### src/rtl/dvn_pkg.sv
package dvn_pkg;

    // Per-slot routing outcome of a node
    typedef enum logic [1:0] {
        RT_IDLE  = 2'd0,
        RT_EAST  = 2'd1,
        RT_SOUTH = 2'd2,
        RT_EXIT  = 2'd3
    } route_e;

    // Registered selection bundle
    typedef struct packed {
        logic east;
        logic south;
        logic leave;
    } sel_t;

    // Destination bit examined on a given level, most significant first
    function automatic int unsigned hdr_bit_pos(int unsigned hw, int unsigned lvl);
        return (lvl < hw) ? (hw - 1 - lvl) : 0;
    endfunction

    function automatic sel_t route_to_sel(route_e r);
        sel_t s;
        s.east  = (r == RT_EAST);
        s.south = (r == RT_SOUTH);
        s.leave = (r == RT_EXIT);
        return s;
    endfunction

endpackage

### src/rtl/dvn_in_select.sv
module dvn_in_select #(
    parameter int HEIGHT_W = 4
) (
    input  logic                w_vld,
    input  logic [HEIGHT_W-1:0] w_dest,
    input  logic                n_vld,
    input  logic [HEIGHT_W-1:0] n_dest,
    output logic                pick_vld,
    output logic [HEIGHT_W-1:0] pick_dest,
    output logic                take_w,
    output logic                take_n
);
    // Same-cylinder traffic wins; outer traffic is held off
    always_comb begin
        take_w    = w_vld;
        take_n    = n_vld && !w_vld;
        pick_vld  = w_vld || n_vld;
        pick_dest = w_vld ? w_dest : (n_vld ? n_dest : '0);
    end
endmodule

### src/rtl/dvn_route_dec.sv
module dvn_route_dec
    import dvn_pkg::*;
#(
    parameter int                  HEIGHT_W    = 4,
    parameter int                  LEVEL       = 1,
    parameter logic [HEIGHT_W-1:0] NODE_HEIGHT = '0
) (
    input  logic                pick_vld,
    input  logic [HEIGHT_W-1:0] pick_dest,
    input  logic                blk_in,
    output route_e              route
);
    localparam int unsigned BIT_POS   = hdr_bit_pos(HEIGHT_W, LEVEL);
    localparam bit          INNERMOST = (LEVEL >= HEIGHT_W);

    generate
        if (INNERMOST) begin : g_last
            // Circulate at fixed height until the target is reached
            always_comb begin
                if (!pick_vld)                   route = RT_IDLE;
                else if (pick_dest == NODE_HEIGHT) route = RT_EXIT;
                else                             route = RT_EAST;
            end
        end else begin : g_mid
            logic want_in;
            assign want_in = (pick_dest[BIT_POS] == NODE_HEIGHT[BIT_POS]);
            always_comb begin
                if (!pick_vld)               route = RT_IDLE;
                else if (want_in && !blk_in) route = RT_SOUTH;
                else                         route = RT_EAST;
            end
        end
    endgenerate
endmodule

### src/rtl/dvn_out_reg.sv
module dvn_out_reg
    import dvn_pkg::*;
#(
    parameter int HEIGHT_W = 4
) (
    input  logic                clk,
    input  logic                rst,
    input  logic                stb,
    input  route_e              route,
    input  logic [HEIGHT_W-1:0] pick_dest,
    input  logic                take_w,
    input  logic                take_n,
    output logic                q_vld,
    output logic [HEIGHT_W-1:0] q_dest,
    output sel_t                q_sel,
    output logic                q_wacc,
    output logic                q_nacc
);
    sel_t nxt_sel;
    logic fwd;

    always_comb begin
        nxt_sel = route_to_sel(route);
        fwd     = nxt_sel.east || nxt_sel.south;
    end

    always_ff @(posedge clk) begin
        if (rst) begin
            q_vld  <= 1'b0;
            q_dest <= '0;
            q_sel  <= '0;
            q_wacc <= 1'b0;
            q_nacc <= 1'b0;
        end else if (stb) begin
            q_vld  <= fwd;
            q_dest <= fwd ? pick_dest : '0;
            q_sel  <= nxt_sel;
            q_wacc <= take_w;
            q_nacc <= take_n;
        end
    end
endmodule

### src/rtl/defl_node_ctrl.sv
module defl_node_ctrl
    import dvn_pkg::*;
#(
    parameter int                  HEIGHT_W    = 4,
    parameter int                  LEVEL       = 1,
    parameter int                  ANGLE       = 0,
    parameter logic [HEIGHT_W-1:0] NODE_HEIGHT = 4'b0110
) (
    input  logic                clk,
    input  logic                rst,
    input  logic                slot_stb,
    input  logic                west_vld,
    input  logic [HEIGHT_W-1:0] west_dest,
    input  logic                north_vld,
    input  logic [HEIGHT_W-1:0] north_dest,
    input  logic                ctl_in_block,
    output logic                ctl_out_block,
    output logic                out_vld,
    output logic [HEIGHT_W-1:0] out_dest,
    output logic                sel_east,
    output logic                sel_south,
    output logic                exit_vld,
    output logic                west_acc,
    output logic                north_acc
);
    // Angle only places the node; the decision does not depend on it
    localparam int NODE_ANGLE = ANGLE;

    logic                pick_vld;
    logic [HEIGHT_W-1:0] pick_dest;
    logic                take_w;
    logic                take_n;
    route_e              route;
    sel_t                q_sel;

    dvn_in_select #(.HEIGHT_W(HEIGHT_W)) u_sel (
        .w_vld    (west_vld),
        .w_dest   (west_dest),
        .n_vld    (north_vld),
        .n_dest   (north_dest),
        .pick_vld (pick_vld),
        .pick_dest(pick_dest),
        .take_w   (take_w),
        .take_n   (take_n)
    );

    dvn_route_dec #(
        .HEIGHT_W   (HEIGHT_W),
        .LEVEL      (LEVEL),
        .NODE_HEIGHT(NODE_HEIGHT)
    ) u_dec (
        .pick_vld (pick_vld),
        .pick_dest(pick_dest),
        .blk_in   (ctl_in_block),
        .route    (route)
    );

    // Same-slot flag so the outer contender can deflect in time
    assign ctl_out_block = (route == RT_EAST);

    dvn_out_reg #(.HEIGHT_W(HEIGHT_W)) u_reg (
        .clk      (clk),
        .rst      (rst),
        .stb      (slot_stb),
        .route    (route),
        .pick_dest(pick_dest),
        .take_w   (take_w),
        .take_n   (take_n),
        .q_vld    (out_vld),
        .q_dest   (out_dest),
        .q_sel    (q_sel),
        .q_wacc   (west_acc),
        .q_nacc   (north_acc)
    );

    assign sel_east  = q_sel.east;
    assign sel_south = q_sel.south;
    assign exit_vld  = q_sel.leave;
endmodule

### config.mk
export PLATFORM = sky130hd
export DESIGN_NAME = defl_node_ctrl
export DESIGN_NICKNAME = d
export VERILOG_FILES = /design/src/rtl/dvn_pkg.sv /design/src/rtl/dvn_in_select.sv /design/src/rtl/dvn_route_dec.sv /design/src/rtl/dvn_out_reg.sv /design/src/rtl/defl_node_ctrl.sv
export SDC_FILE = /design/constraint.sdc
export NUM_CORES = 1
export LEC_CHECK = 0
export BUFFER_PORTS_ARGS = -buffer_cell sky130_fd_sc_hd__buf_2
export CORE_AREA = 5 5 42 44
export DETAILED_ROUTE_END_ITERATION = 7
export DIE_AREA = 0 0 47 49
export SYNTH_ARGS = -nofsm -noshare
export SYNTH_HDL_FRONTEND = slang
export SYNTH_SLANG_ARGS = --single-unit
### constraint.sdc
create_clock -name clk -period 2.2 [get_ports clk]
set_input_delay 0.33 -clock clk [delete_from_list [all_inputs] [get_ports clk]]
set_output_delay 0.33 -clock clk [all_outputs]
set_load 0.02 [all_outputs]
Word-level counts from Yosys, hierarchy flattened
Index checks and enable logic that the tools add are counted.
{ "op_classes": {"n_eq_ne": 3, "mux": 5, "n_reduce_logical": 6} }
{ "op_table": {"columns": ["op", "n"], "rows": [
  ["$mux 4", 3],
  ["$eq 2x2->1 const B", 2],
  ["$mux 2", 2],
  ["$eq 2x1->1 const B", 1],
  ["$logic_and 1x1->1", 2],
  ["$logic_not 1->1", 2],
  ["$logic_or 1x1->1", 2]
]} }
{ "totals": {"regBits": 10, "wordCells": 21, "input_bits": 14, "output_inout_bits": 11} }

Logic depth before layout (Yosys ltp)
{ "depth": {"depth_word": 8, "depth_mapped": 4, "mapped_depth_nobuf": 3} }

Hierarchy
A second synthesis with hierarchy kept.
{ "unflattened": {"hier_cells": 56, "hier_area_um2": 516.7} }
{ "modules_own_cells": {"columns": ["mod", "cells_each", "seq_area_each_um2", "area_each_um2", "instances"], "rows": [
  ["dvn_out_reg", 41, 200.2, 420.4, 1],
  ["dvn_in_select", 11, 0.0, 65.1, 1],
  ["dvn_route_dec", 3, 0.0, 17.5, 1],
  ["defl_node_ctrl", 1, 0.0, 13.8, 1]
]} }

Least setup slack after synthesis
Ideal clock, no wire load.
{ "synth_timing": {"kind": "input to output", "from": "in west_vld", "to": "out ctl_out_block", "n_path_buf": 1, "arrival_time_ps": 921, "required_time_ps": 1870, "slack_ps": 949, "path_stages": 4, "path_cell_list": "buf_6 > nand3b_1 > a21oi_1 > nor2_1"} }
{ "synth_between": {"elab_chain_len": 5, "word_cells_on_any_way": 6, "cone_classes": "eq/ne (1); mux (3); reduce/logical (2)"} }
{ "synth_rtl": {"columns": ["item", "line", "rtl"], "rows": [
  ["start: declaration", "defl_node_ctrl.sv:12", "input logic west_vld,"],
  ["$mux 4", "dvn_in_select.sv:18", "pick_dest = w_vld ? w_dest : (n_vld ? n_dest : '0);"],
  ["$logic_and 1x1->1", "dvn_route_dec.sv:29", "else if (want_in && !blk_in) route = RT_SOUTH;"],
  ["$mux 2", "dvn_route_dec.sv:29", null],
  ["$mux 2 (*)", "dvn_route_dec.sv:28", "if (!pick_vld) route = RT_IDLE;"],
  ["$eq 2x1->1 (*)", "defl_node_ctrl.sv:59", "assign ctl_out_block = (route == RT_EAST);"],
  ["end: declaration", "defl_node_ctrl.sv:17", "output logic ctl_out_block,"]
]} }
Every way passes the cells marked *; elsewhere a longest branch is shown, timed or not.

Worst setup path after layout
Ends and elaborated chain as after synthesis.

==> run metrics <==
# port buffers 24; post-CTS clock slew at the launch and capture registers of the worst setup and hold paths roughly 0.06 ns; post-placement cell count 81; cell mode on critical path sky130_fd_sc_hd__buf_2; switching part of the total 0.2539; cell type contributing the most total cell area after synthesis sky130_fd_sc_hd__dfxtp_1; via/cell ratio approximately 4.6; largest driver fanout on the critical path 9; number of buffers inserted to repair setup after CTS 0; number of nets still failing antenna checks after routing 0; Nets 84; Yosys warnings 0; Congestion Overflow GR 0; initial cell density of the core 0.3089; list of cells traversed by the critical path buf_2 -> nand3b_1 -> a21oi_1 -> nor2_1 -> buf_2; Detailed Route WL between 900 and 1000 um; number of filler cells placed in the layout between 150 and 200; Die Area between 2000 and 2500 um2; count of final max-slew check failures 0; count of state elements after synthesis 10; top metal layer carrying routed signals met3; post-synth net total 58; Cell Area, Synth approximately 430 um2; top-level I/O count 25; clock sinks 10; Tot GR Track Use 0.08905; Remaining DRCs 0; count of distinct cell types in the synthesized netlist 20; diode insertion count for antenna repair 0; die width about 47 um; Layout area overhead 35.84%; count of TritonRoute iterations in the first routing pass 1; CTS tree built; count of cells along the worst register-to-register path 2; top achievable clock speed 710.8 MHz; number of DRC markers after the initial detailed-route iteration 0; number of antenna violations at the first check in global routing 0; number of buffers added by the clock tree synthesis step 3; origin of the critical flop-to-flop path u_reg.q_sel[1]; routed length on met3 81 um; height of the die between 40 and 50 um; Flop pwr share 0.452; critical path capture point type output port; final HPWL from detailed placement about 760 um; later-pin clock latency in the skew report between 0.2 and 0.3 ns; final RePlAce weighted congestion 0.6702; minimum clock period after layout approximately 1.4 ns; Least-Margin Pin Slew 0.2838 ns; vias in the first global route 370; Longest Clk Path Bufs 2; portion of synthesized cell area occupied by the leading cell type 0.4624; standard cell with the maximum stage delay on the critical path sky130_fd_sc_hd__a21oi_1; largest net degree at the start of global routing 17; run status completed; static leakage power between 0.2 and 0.3 nW; worst min-delay path category input port to register; per-cell routed wire length 11.47 um; DR WL met2 approximately 430 um; largest voltage drop on the vdd net roughly 0.25 mV; vias after detailed routing roughly 390; setup repair after global routing missed its margin false; Hold Path Sink u_reg.q_sel[1]; fin cells 85; global-route wire length before repair about 1500 um; number of cells on the worst hold path 2; area of the core roughly 1400 um2; hold-fix buffers at CTS 0; Met1 Wirelength 459 um; endpoints failing setup 0; setup clock skew after layout 0 ns; Avg Cell Area, Syn just under 10 um2; total power consumption of the routed design about 0.43 mW; Arr. time, crit path 1.08 ns; Internal around 0.32 mW; synth top area cells sky130_fd_sc_hd__dfxtp_1, sky130_fd_sc_hd__a211oi_1, sky130_fd_sc_hd__nor2_1; post-route setup TNS 0 ns; minimum hold slack between 0.3 and 0.4 ns; Register-to-Register Setup Slack roughly 1.4 ns; proportion of power drawn by the clock network 0.378; Startpoint Class input port; Req. time, crit path 1.87 ns; switching component of the power about 0.11 mW; endpoint of the most critical register-to-register path u_reg.q_sel[1]; sequential element share of the synthesized area 0.4624; proportion of layout cells with a drive suffix above 1 0.4928; Syn Inst Count 44; number of violations of the max-capacitance limit 0; cell class contributing the biggest share of worst-path delay buffers and inverters; power density normalized to cell area ~740 nW/um2; crit-path max cell delay around 0.19 ns; critical setup path kind input port to output port; final-report hold violation count 0; worst slew margin relative to its limit 0.8108; WP buf/inv 2; CTS resizes 0; combinational share of power 0.170; maximum level of the CTS H-tree 1; launch instance of the worst min-delay path ctl_in_block; part of the cycle the worst path needs 0.6395; placement row count 14; clock tree root driver cell sky130_fd_sc_hd__clkbuf_4
[cells by family (layout without fill, tap and decap cells)]
logic type,Yosys count,in the layout,synth area share
compound gates,10,10,0.1936
flops,10,10,0.4624
simple gates,18,18,0.2399
buf+inv,4,29,0.05779
mux,2,2,0.04624
[stage by stage]
stage | worst slack [ns] | cell area [um2] | util
final | 0.7931 | 588.1 | 0.4196
after global routing | 0.7124 | 588.1 | 0.4196
after floorplan | 0.9486 | 432.9 | -
after detailed placement | 0.7977 | 551.8 | 0.3938
after CTS | 0.7919 | 588.1 | 0.4196
after global placement | 0.8179 | 551.8 | 0.3938
[cells in the final DEF, fill, tap and decap left out]
cell	instances
sky130_fd_sc_hd__clkbuf_8	1
sky130_fd_sc_hd__mux2i_1	2
sky130_fd_sc_hd__nor3b_1	1
sky130_fd_sc_hd__and2b_2	1
sky130_fd_sc_hd__or2b_2	1
sky130_fd_sc_hd__a22oi_1	2
sky130_fd_sc_hd__nor2_2	1
sky130_fd_sc_hd__a311oi_1	1
sky130_fd_sc_hd__o32ai_1	1
sky130_fd_sc_hd__and2_4	1
sky130_fd_sc_hd__or3b_4	1
sky130_fd_sc_hd__inv_1	1
sky130_fd_sc_hd__a211oi_1	4
sky130_fd_sc_hd__buf_2	24
sky130_fd_sc_hd__nand3b_1	2
sky130_fd_sc_hd__nand2_1	2
sky130_fd_sc_hd__nor2_1	8
sky130_fd_sc_hd__a21oi_1	1
sky130_fd_sc_hd__dfxtp_1	10
sky130_fd_sc_hd__o32ai_2	1
sky130_fd_sc_hd__clkbuf_4	3
[worst register-to-register path, cell delays in order, from the launching register on]
cell	delay, ns
sky130_fd_sc_hd__dfxtp_1	0.32
sky130_fd_sc_hd__or2b_2	0.30
sky130_fd_sc_hd__o32ai_2	0.11
[flip-flops by register name, indices dropped and copies added (netlist names)]
name	cells
u_reg.q_dest	4
u_reg.q_sel	3
u_reg.q_nacc	1
u_reg.q_vld	1
u_reg.q_wacc	1
[Yosys cell counts]
cell,number
sky130_fd_sc_hd__dfxtp_1,10
sky130_fd_sc_hd__nor2_1,8
sky130_fd_sc_hd__a211oi_1,4
sky130_fd_sc_hd__a22oi_1,2
sky130_fd_sc_hd__buf_2,2
sky130_fd_sc_hd__mux2i_1,2
sky130_fd_sc_hd__nand2_1,2
sky130_fd_sc_hd__nand3b_1,2
sky130_fd_sc_hd__a21oi_1,1
sky130_fd_sc_hd__a311oi_1,1
sky130_fd_sc_hd__and2_4,1
sky130_fd_sc_hd__and2b_2,1
sky130_fd_sc_hd__buf_6,1
sky130_fd_sc_hd__inv_1,1
sky130_fd_sc_hd__nor2_2,1
sky130_fd_sc_hd__nor3b_1,1
sky130_fd_sc_hd__o32ai_1,1
sky130_fd_sc_hd__o32ai_2,1
sky130_fd_sc_hd__or2b_2,1
sky130_fd_sc_hd__or3b_4,1
[cell type report]
type                    instances  area [um2]  area share
inverters                       1       3.754    0.006383
multi-input cells              30       207.7      0.3532
clock buffers                   4       36.28     0.06170
flip-flops and latches         10       200.2      0.3404
repair buffers                 24       120.1      0.2043
well taps                      16       20.02     0.03404
[routing by layer]
metal / vias up / track usage
met5: - / 0
met4: 0 / 0.04147
met3: 0 / 0.04059
met2: 13 / 0.1199
met1: 170 / 0.1178
li1: 205 / -
[power by group through the flow]
stage	Combinational, mW	Sequential (mW)	Clock (mW)
floorplan	0.0346	0.213	0
global placement	0.0743	0.200	0
finish	0.0737	0.196	0.163
global route	0.0808	0.197	0.178
detailed placement	0.0747	0.200	0
CTS	0.0749	0.196	0.171
[how the worst max path moves through the flow]
stage | to | cells past startpoint | start | slack [ns]
2_1_floorplan | ctl_out_block | 4 | west_vld | 0.95
3_3_place_gp | ctl_out_block | 5 | west_vld | 0.82
3_5_place_dp | ctl_out_block | 5 | west_vld | 0.80
4_1_cts | ctl_out_block | 5 | west_vld | 0.79
5_1_grt | ctl_out_block | 5 | west_vld | 0.71
6_report | ctl_out_block | 5 | west_vld | 0.79
No activity file was read; power rests on OpenSTA's default activity.
